**src/rtl/cmul3_pkg.sv**
```systemverilog
package cmul3_pkg;
   // register stages from input capture to result register
   localparam int unsigned CMUL3_STAGES = 6;
   // lane indices inside the packed words
   localparam int unsigned LANE_I = 0;
   localparam int unsigned LANE_Q = 1;
   localparam int unsigned LANES  = 2;
endpackage

```
**src/rtl/cmul3_preadd.sv**
```systemverilog
module cmul3_preadd #(
   parameter int unsigned DW = 16
) (
   input  logic                 clk,
   input  logic                 en,
   input  logic signed [DW-1:0] a_i,
   input  logic signed [DW-1:0] b_i,
   input  logic signed [DW-1:0] c_i,
   input  logic signed [DW-1:0] d_i,
   output logic signed [DW:0]   ab_o,
   output logic signed [DW:0]   cd_o,
   output logic signed [DW-1:0] a_o,
   output logic signed [DW-1:0] b_o,
   output logic signed [DW-1:0] c_o,
   output logic signed [DW-1:0] d_o
);
   logic signed [DW:0] ab_d;
   logic signed [DW:0] cd_d;

   // one guard bit so the sum of two full-scale values never wraps
   assign ab_d = {a_i[DW-1], a_i} + {b_i[DW-1], b_i};
   assign cd_d = {c_i[DW-1], c_i} + {d_i[DW-1], d_i};

   always_ff @(posedge clk) begin
      if (en) begin
         ab_o <= ab_d;
         cd_o <= cd_d;
         a_o  <= a_i;
         b_o  <= b_i;
         c_o  <= c_i;
         d_o  <= d_i;
      end
   end
endmodule

```
**src/rtl/cmul3_mult3.sv**
```systemverilog
module cmul3_mult3 #(
   parameter int unsigned DW = 16
) (
   input  logic                     clk,
   input  logic                     en,
   input  logic signed [DW-1:0]     a_i,
   input  logic signed [DW-1:0]     b_i,
   input  logic signed [DW-1:0]     c_i,
   input  logic signed [DW-1:0]     d_i,
   input  logic signed [DW:0]       ab_i,
   input  logic signed [DW:0]       cd_i,
   output logic signed [2*DW-1:0]   ac_o,
   output logic signed [2*DW-1:0]   bd_o,
   output logic signed [2*DW+1:0]   k_o
);
   localparam int unsigned PW = 2*DW;
   localparam int unsigned KW = 2*DW + 2;

   logic signed [PW-1:0] ac_d;
   logic signed [PW-1:0] bd_d;
   logic signed [KW-1:0] k_d;

   // operands widened to the product width so the low bits are exact
   assign ac_d = $signed({{DW{a_i[DW-1]}}, a_i}) * $signed({{DW{c_i[DW-1]}}, c_i});
   assign bd_d = $signed({{DW{b_i[DW-1]}}, b_i}) * $signed({{DW{d_i[DW-1]}}, d_i});
   assign k_d  = $signed({{(KW-DW-1){ab_i[DW]}}, ab_i})
               * $signed({{(KW-DW-1){cd_i[DW]}}, cd_i});

   always_ff @(posedge clk) begin
      if (en) begin
         ac_o <= ac_d;
         bd_o <= bd_d;
         k_o  <= k_d;
      end
   end
endmodule

```
**src/rtl/cmul3_combine.sv**
```systemverilog
module cmul3_combine #(
   parameter int unsigned DW = 16
) (
   input  logic                    clk,
   input  logic                    en,
   input  logic signed [2*DW-1:0]  ac_i,
   input  logic signed [2*DW-1:0]  bd_i,
   input  logic signed [2*DW+1:0]  k_i,
   output logic signed [2*DW+2:0]  re_o,
   output logic signed [2*DW+2:0]  im_o
);
   localparam int unsigned PW = 2*DW;
   localparam int unsigned KW = 2*DW + 2;
   localparam int unsigned SW = 2*DW + 3;

   logic signed [SW-1:0] ac_x;
   logic signed [SW-1:0] bd_x;
   logic signed [SW-1:0] k_x;
   logic signed [SW-1:0] re_a;
   logic signed [SW-1:0] sum_a;
   logic signed [SW-1:0] k_a;

   assign ac_x = {{(SW-PW){ac_i[PW-1]}}, ac_i};
   assign bd_x = {{(SW-PW){bd_i[PW-1]}}, bd_i};
   assign k_x  = {{(SW-KW){k_i[KW-1]}}, k_i};

   // first add stage: real difference and the sum used by the imaginary lane
   always_ff @(posedge clk) begin
      if (en) begin
         re_a  <= ac_x - bd_x;
         sum_a <= ac_x + bd_x;
         k_a   <= k_x;
      end
   end

   // second add stage: imaginary part from the pre-added product
   always_ff @(posedge clk) begin
      if (en) begin
         re_o <= re_a;
         im_o <= k_a - sum_a;
      end
   end
endmodule

```
**src/rtl/cmul3_rndsat.sv**
```systemverilog
module cmul3_rndsat #(
   parameter int unsigned IW   = 35,
   parameter int unsigned OW   = 16,
   parameter int unsigned FRAC = 15
) (
   input  logic                 clk,
   input  logic                 en,
   input  logic signed [IW-1:0] x_i,
   output logic        [OW-1:0] y_o
);
   localparam int unsigned RW = IW + 1;
   localparam logic [RW-1:0] HALF = RW'(1) << (FRAC - 1);
   localparam logic [OW-1:0] MAXV = {1'b0, {(OW-1){1'b1}}};
   localparam logic [OW-1:0] MINV = {1'b1, {(OW-1){1'b0}}};

   logic signed [RW-1:0] xe;
   logic signed [RW-1:0] bias;
   logic signed [RW-1:0] sum;
   logic signed [RW-1:0] shr;
   logic                 fits;
   logic [OW-1:0]        y_d;

   assign xe   = {x_i[IW-1], x_i};
   // a negative value takes one less than half so a tie moves away from zero
   assign bias = x_i[IW-1] ? $signed(HALF - RW'(1)) : $signed(HALF);
   assign sum  = xe + bias;
   assign shr  = sum >>> FRAC;
   assign fits = (&shr[RW-1:OW-1]) || !(|shr[RW-1:OW-1]);

   always_comb begin
      if (fits) begin
         y_d = shr[OW-1:0];
      end else if (shr[RW-1]) begin
         y_d = MINV;
      end else begin
         y_d = MAXV;
      end
   end

   always_ff @(posedge clk) begin
      if (en) begin
         y_o <= y_d;
      end
   end
endmodule

```
**src/rtl/cmul3_pipe.sv**
```systemverilog
module cmul3_pipe
   import cmul3_pkg::*;
#(
   parameter int unsigned DW = 16
) (
   input  logic            clk,
   input  logic            rst_n,
   input  logic            s_smp_valid,
   output logic            s_smp_ready,
   input  logic [2*DW-1:0] s_smp_data,
   input  logic            s_coef_valid,
   output logic            s_coef_ready,
   input  logic [2*DW-1:0] s_coef_data,
   output logic            m_valid,
   input  logic            m_ready,
   output logic [2*DW-1:0] m_data
);
   localparam int unsigned PW   = 2*DW;
   localparam int unsigned KW   = 2*DW + 2;
   localparam int unsigned SW   = 2*DW + 3;
   localparam int unsigned FRAC = DW - 1;
   localparam int unsigned NST  = CMUL3_STAGES;

   if (DW < 4 || DW > 24) begin : g_bad_dw
      $error("cmul3_pipe: DW must lie in 4..24");
   end
   if (NST < 2) begin : g_bad_nst
      $error("cmul3_pipe: stage count too small");
   end

   logic           adv;
   logic           take;
   logic [NST-1:0] vld;

   // one advance condition moves or freezes every stage together
   assign adv          = !vld[NST-1] || m_ready;
   assign take         = adv && s_smp_valid && s_coef_valid;
   assign s_smp_ready  = adv && s_coef_valid;
   assign s_coef_ready = adv && s_smp_valid;

   always_ff @(posedge clk or negedge rst_n) begin
      if (!rst_n) begin
         vld <= '0;
      end else if (adv) begin
         vld <= {vld[NST-2:0], take};
      end
   end

   // stage 1: operand capture
   logic signed [DW-1:0] a_r, b_r, c_r, d_r;
   always_ff @(posedge clk) begin
      if (adv) begin
         a_r <= s_smp_data[DW-1:0];
         b_r <= s_smp_data[PW-1:DW];
         c_r <= s_coef_data[DW-1:0];
         d_r <= s_coef_data[PW-1:DW];
      end
   end

   // stage 2: pre-add
   logic signed [DW:0]   ab_p, cd_p;
   logic signed [DW-1:0] a_p, b_p, c_p, d_p;
   cmul3_preadd #(.DW(DW)) u_pre (
      .clk  (clk),
      .en   (adv),
      .a_i  (a_r),
      .b_i  (b_r),
      .c_i  (c_r),
      .d_i  (d_r),
      .ab_o (ab_p),
      .cd_o (cd_p),
      .a_o  (a_p),
      .b_o  (b_p),
      .c_o  (c_p),
      .d_o  (d_p)
   );

   // stage 3: three real products
   logic signed [PW-1:0] ac_m, bd_m;
   logic signed [KW-1:0] k_m;
   cmul3_mult3 #(.DW(DW)) u_mul (
      .clk  (clk),
      .en   (adv),
      .a_i  (a_p),
      .b_i  (b_p),
      .c_i  (c_p),
      .d_i  (d_p),
      .ab_i (ab_p),
      .cd_i (cd_p),
      .ac_o (ac_m),
      .bd_o (bd_m),
      .k_o  (k_m)
   );

   // stages 4 and 5: add and subtract
   logic signed [SW-1:0] re_c, im_c;
   cmul3_combine #(.DW(DW)) u_cmb (
      .clk  (clk),
      .en   (adv),
      .ac_i (ac_m),
      .bd_i (bd_m),
      .k_i  (k_m),
      .re_o (re_c),
      .im_o (im_c)
   );

   // stage 6: round and clamp, one instance per lane
   logic signed [SW-1:0] lane_in  [LANES];
   logic        [DW-1:0] lane_out [LANES];
   assign lane_in[LANE_I] = re_c;
   assign lane_in[LANE_Q] = im_c;

   for (genvar g = 0; g < LANES; g++) begin : g_lane
      cmul3_rndsat #(.IW(SW), .OW(DW), .FRAC(FRAC)) u_rs (
         .clk (clk),
         .en  (adv),
         .x_i (lane_in[g]),
         .y_o (lane_out[g])
      );
   end

   assign m_valid = vld[NST-1];
   assign m_data  = {lane_out[LANE_Q], lane_out[LANE_I]};
endmodule

```
**config.mk**
```make
export PLATFORM = sky130hd
export DESIGN_NAME = cmul3_pipe
export DESIGN_NICKNAME = d
export VERILOG_FILES = /design/src/rtl/cmul3_pkg.sv /design/src/rtl/cmul3_preadd.sv /design/src/rtl/cmul3_mult3.sv /design/src/rtl/cmul3_combine.sv /design/src/rtl/cmul3_rndsat.sv /design/src/rtl/cmul3_pipe.sv
export SDC_FILE = /design/constraint.sdc
export NUM_CORES = 2
export LEC_CHECK = 0
export ABC_AREA = 1
export ABC_CLOCK_PERIOD_IN_PS = 12000
export CORE_MARGIN = 3
export CORE_UTILIZATION = 50
export CTS_BUF_LIST = sky130_fd_sc_hd__clkbuf_4
export DETAILED_ROUTE_END_ITERATION = 6
export DONT_BUFFER_PORTS = 1
export PLACE_DENSITY_LB_ADDON = 0.08
export SYNTH_ARGS = -nofsm -noshare
export SYNTH_HDL_FRONTEND = slang
export SYNTH_SLANG_ARGS = --single-unit
```
**constraint.sdc**
```tcl
create_clock -name clk -period 12 [get_ports clk]
set_input_delay 3.6 -clock clk [delete_from_list [all_inputs] [get_ports clk]]
set_output_delay 3.6 -clock clk [all_outputs]
set_load 0.05 [all_outputs]
```
==> impl_metrics.json <==
{
  "drt_iter0_markers": 2451,
  "grt_first_pass_wirelength_mm": 222,
  "initial_utilization_pct": 50.8,
  "syn_area_um2": 55700,
  "syn_to_final_growth_pct": 4.42,
  "cts_made_buffers": 120,
  "first_pass_iters": 6,
  "fin_util_pct": 53.0,
  "final_max_slew_viol_count": 0,
  "syn_area_per_cell_um2": 8.82,
  "die-area_um2": 115000,
  "cts_tree": "built",
  "cp_max_fo": 9,
  "startpoint_type": "input port",
  "critPathMostFrequentCell": "nor2_1",
  "viasPerCell": 5.02,
  "rsz0062_at_grt": "false",
  "drive_gt1_share_pct": 4.08,
  "die_height_um": 340,
  "grt.busiest_layer": "met2",
  "clock_latency_ns": 0.97,
  "worstMarginPinSlew_ns": 0.987,
  "skew_ns": 0.0771,
  "min_period_ns": 8.09,
  "ctsHtreeMaxLevel": 3,
  "cpMaxStageDelayCell": "nor2_1",
  "ant_nets": 0,
  "grt_pass1_vias": 40600,
  "core_area_um2": 110000,
  "antenna_found_initial": 23,
  "post-route-period-util_pct": 67.4,
  "clockBufferDepth": 3,
  "core.rowCount": 121,
  "ys_ff_latch": 465,
  "num_io_pins": 104,
  "cp_cell_sequence": "nor2_1 > nor2_1",
  "nets": 7524,
  "fillers": 10600,
  "cts_hold_buf": 0,
  "crit_arrival_ns": 4.49,
  "hold_viol_final": 0,
  "slowest_delay_ns": 0.48,
  "grt_usage_pct": 24.5,
  "end_kind": "output port",
  "hp-start": "u_cmb.re_a[5]",
  "drc": 0,
  "dp_hpwl_mm": 113,
  "r2r_start": "u_pre.c_o[1]",
  "critPathBufInv": 0,
  "use_met2_pct": 39.4,
  "chipWidth_um": 340,
  "synth_cell_types": 52,
  "yosysSeqAreaShare_pct": 25.0,
  "setup-violations-final": 0,
  "status": "completed",
  "synth_warnings": 0,
  "crit_start": "m_ready",
  "worst_hold_path_type": "flip-flop to flip-flop",
  "max_slew_margin_pct": 34.2,
  "grt_remaining_overflow": 0,
  "gp_congestion": 0.908,
  "root_buffer": "clkbuf_4",
  "grt_use_met3_pct": 3.41,
  "worstSetupPathType": "input port to output port",
  "setup_tns_ns": 0,
  "io_buffers": 0,
  "grt_max_degree": 83,
  "use_met1_pct": 34.7,
  "synthCells": 6307,
  "clock-sinks": 465,
  "wl_per_cell_um": 17.6,
  "post_cts_buffers": 0,
  "crit_family": "simple AND/OR/NAND/NOR gates",
  "path_clk_slew_ns": 0.06,
  "cts_resized": 0,
  "vias": 39100,
  "critPathRequiredTime_ns": 8.40,
  "synth_nets": 7608,
  "drt-total-wl_mm": 137,
  "drv_cap": 0,
  "timing.fmax_mhz": 124
}
## cells in the final DEF (no fill, tap or decap), drive strengths merged, types with 32 or more instances in the layout
cell	instances
xnor2	71
inv	1687
nand4	35
clkbuf	161
nor3	52
xor2	158
edfxtp	459
a21o	32
a21oi	226
ha	407
nand2	1427
o21ai	138
nand3	123
fa	825
nor2	305
## synthesized netlist by cell type, drive strengths merged
cell type / count / area share [%]
o221ai: 1 / 0.016
o21a: 9 / 0.12
o21bai: 28 / 0.38
clkbuf: 191 / 1.3
nand4: 35 / 0.42
buf: 22 / 0.26
o211a: 2 / 0.036
nor3b: 2 / 0.027
a21oi: 226 / 2.0
xor2: 158 / 2.5
and2: 1 / 0.016
a221oi: 8 / 0.13
nor3: 52 / 0.50
o211ai: 8 / 0.12
a211oi: 7 / 0.094
nand3b: 10 / 0.13
nor2: 305 / 2.1
a21o: 32 / 0.43
a211o: 1 / 0.016
xnor2: 71 / 1.1
or3b: 2 / 0.031
a21boi: 19 / 0.26
inv: 1682 / 11
a31oi: 19 / 0.21
nand3: 123 / 1.1
nand2: 1427 / 9.8
edfxtp: 459 / 25
or2: 14 / 0.16
ha: 407 / 9.1
nor4: 6 / 0.067
o2111ai: 4 / 0.063
o21ai: 138 / 1.3
o31ai: 5 / 0.067
fa: 825 / 30
dfrtp: 6 / 0.27
o221a: 2 / 0.040
## state kept, by name (all words and copies together), names as in the netlist, 16 cells and up
register,cells
u_pre.cd_o,17
u_mul.k_o,34
d_r,16
u_pre.b_o,16
b_r,16
u_cmb.re_a,32
u_mul.bd_o,32
u_cmb.re_o,33
c_r,16
u_pre.d_o,16
u_pre.a_o,16
u_cmb.sum_a,33
a_r,16
g_lane.u_rs.y_o,32
u_pre.c_o,16
u_cmb.im_o,35
u_cmb.k_a,34
u_pre.ab_o,17
u_mul.ac_o,32
## metal layers
layer / part of all wire, % / wire length [um] / up-vias
met2: 46 / 62700 / 978
met4: 3.1 / 4230 / 8
li1: - / - / 18800
met5: 0.041 / 56 / -
met1: 45 / 62100 / 19100
met3: 5.5 / 7480 / 199
## metrics by stage
step	hold WS [ns]	cell area, um2	std cells	setup WS, ns
2_1_floorplan	0.400	55700	6307	0.506
3_3_place_gp	0.401	56700	7577	3.94
3_5_place_dp	0.405	56700	7577	3.92
4_1_cts	0.384	58100	7772	3.92
5_1_grt	0.378	58100	7775	3.80
6_report	0.400	58100	7780	3.91
## area by class of cell
cell class | instances | area (um2) | share of cell area, %
Inverter | 1682 | 6320 | 10.9
Antenna cell | 8 | 20.0 | 0.0344
Clock inverter | 34 | 193 | 0.332
Timing Repair Buffer | 7 | 52.6 | 0.0904
Multi-Input combinational cell | 3947 | 34500 | 59.4
Sequential cell | 465 | 13900 | 24.0
Tap cell | 1476 | 1850 | 3.18
Clock buffer | 161 | 1210 | 2.08
## cells by family after synthesis
kind of cell | synth area share, %
AO/OA/AOI/OAI | 5.27
XOR/XNOR | 3.60
adder cells (fa/ha/maj) | 38.8
buffers and inverters | 12.9
flip-flops | 25.0
AND/OR/NAND/NOR | 14.4
## final timing paths
path,end,slack (ns),cells after the start
worst max-delay path,s_smp_ready,3.91,2
worst min-delay path,u_cmb.re_o[5],0.40,0
worst max register to register,u_mul.ac_o[26],5.28,21
worst min register to register,u_cmb.re_o[5],0.40,0
max in group asynchronous,vld[1],9.60,0
min in group asynchronous,vld[2],2.30,0
Power is left out: the tool's default activity adds up to more than one toggle a clock period on the data nets, which glitch-free logic cannot reach.
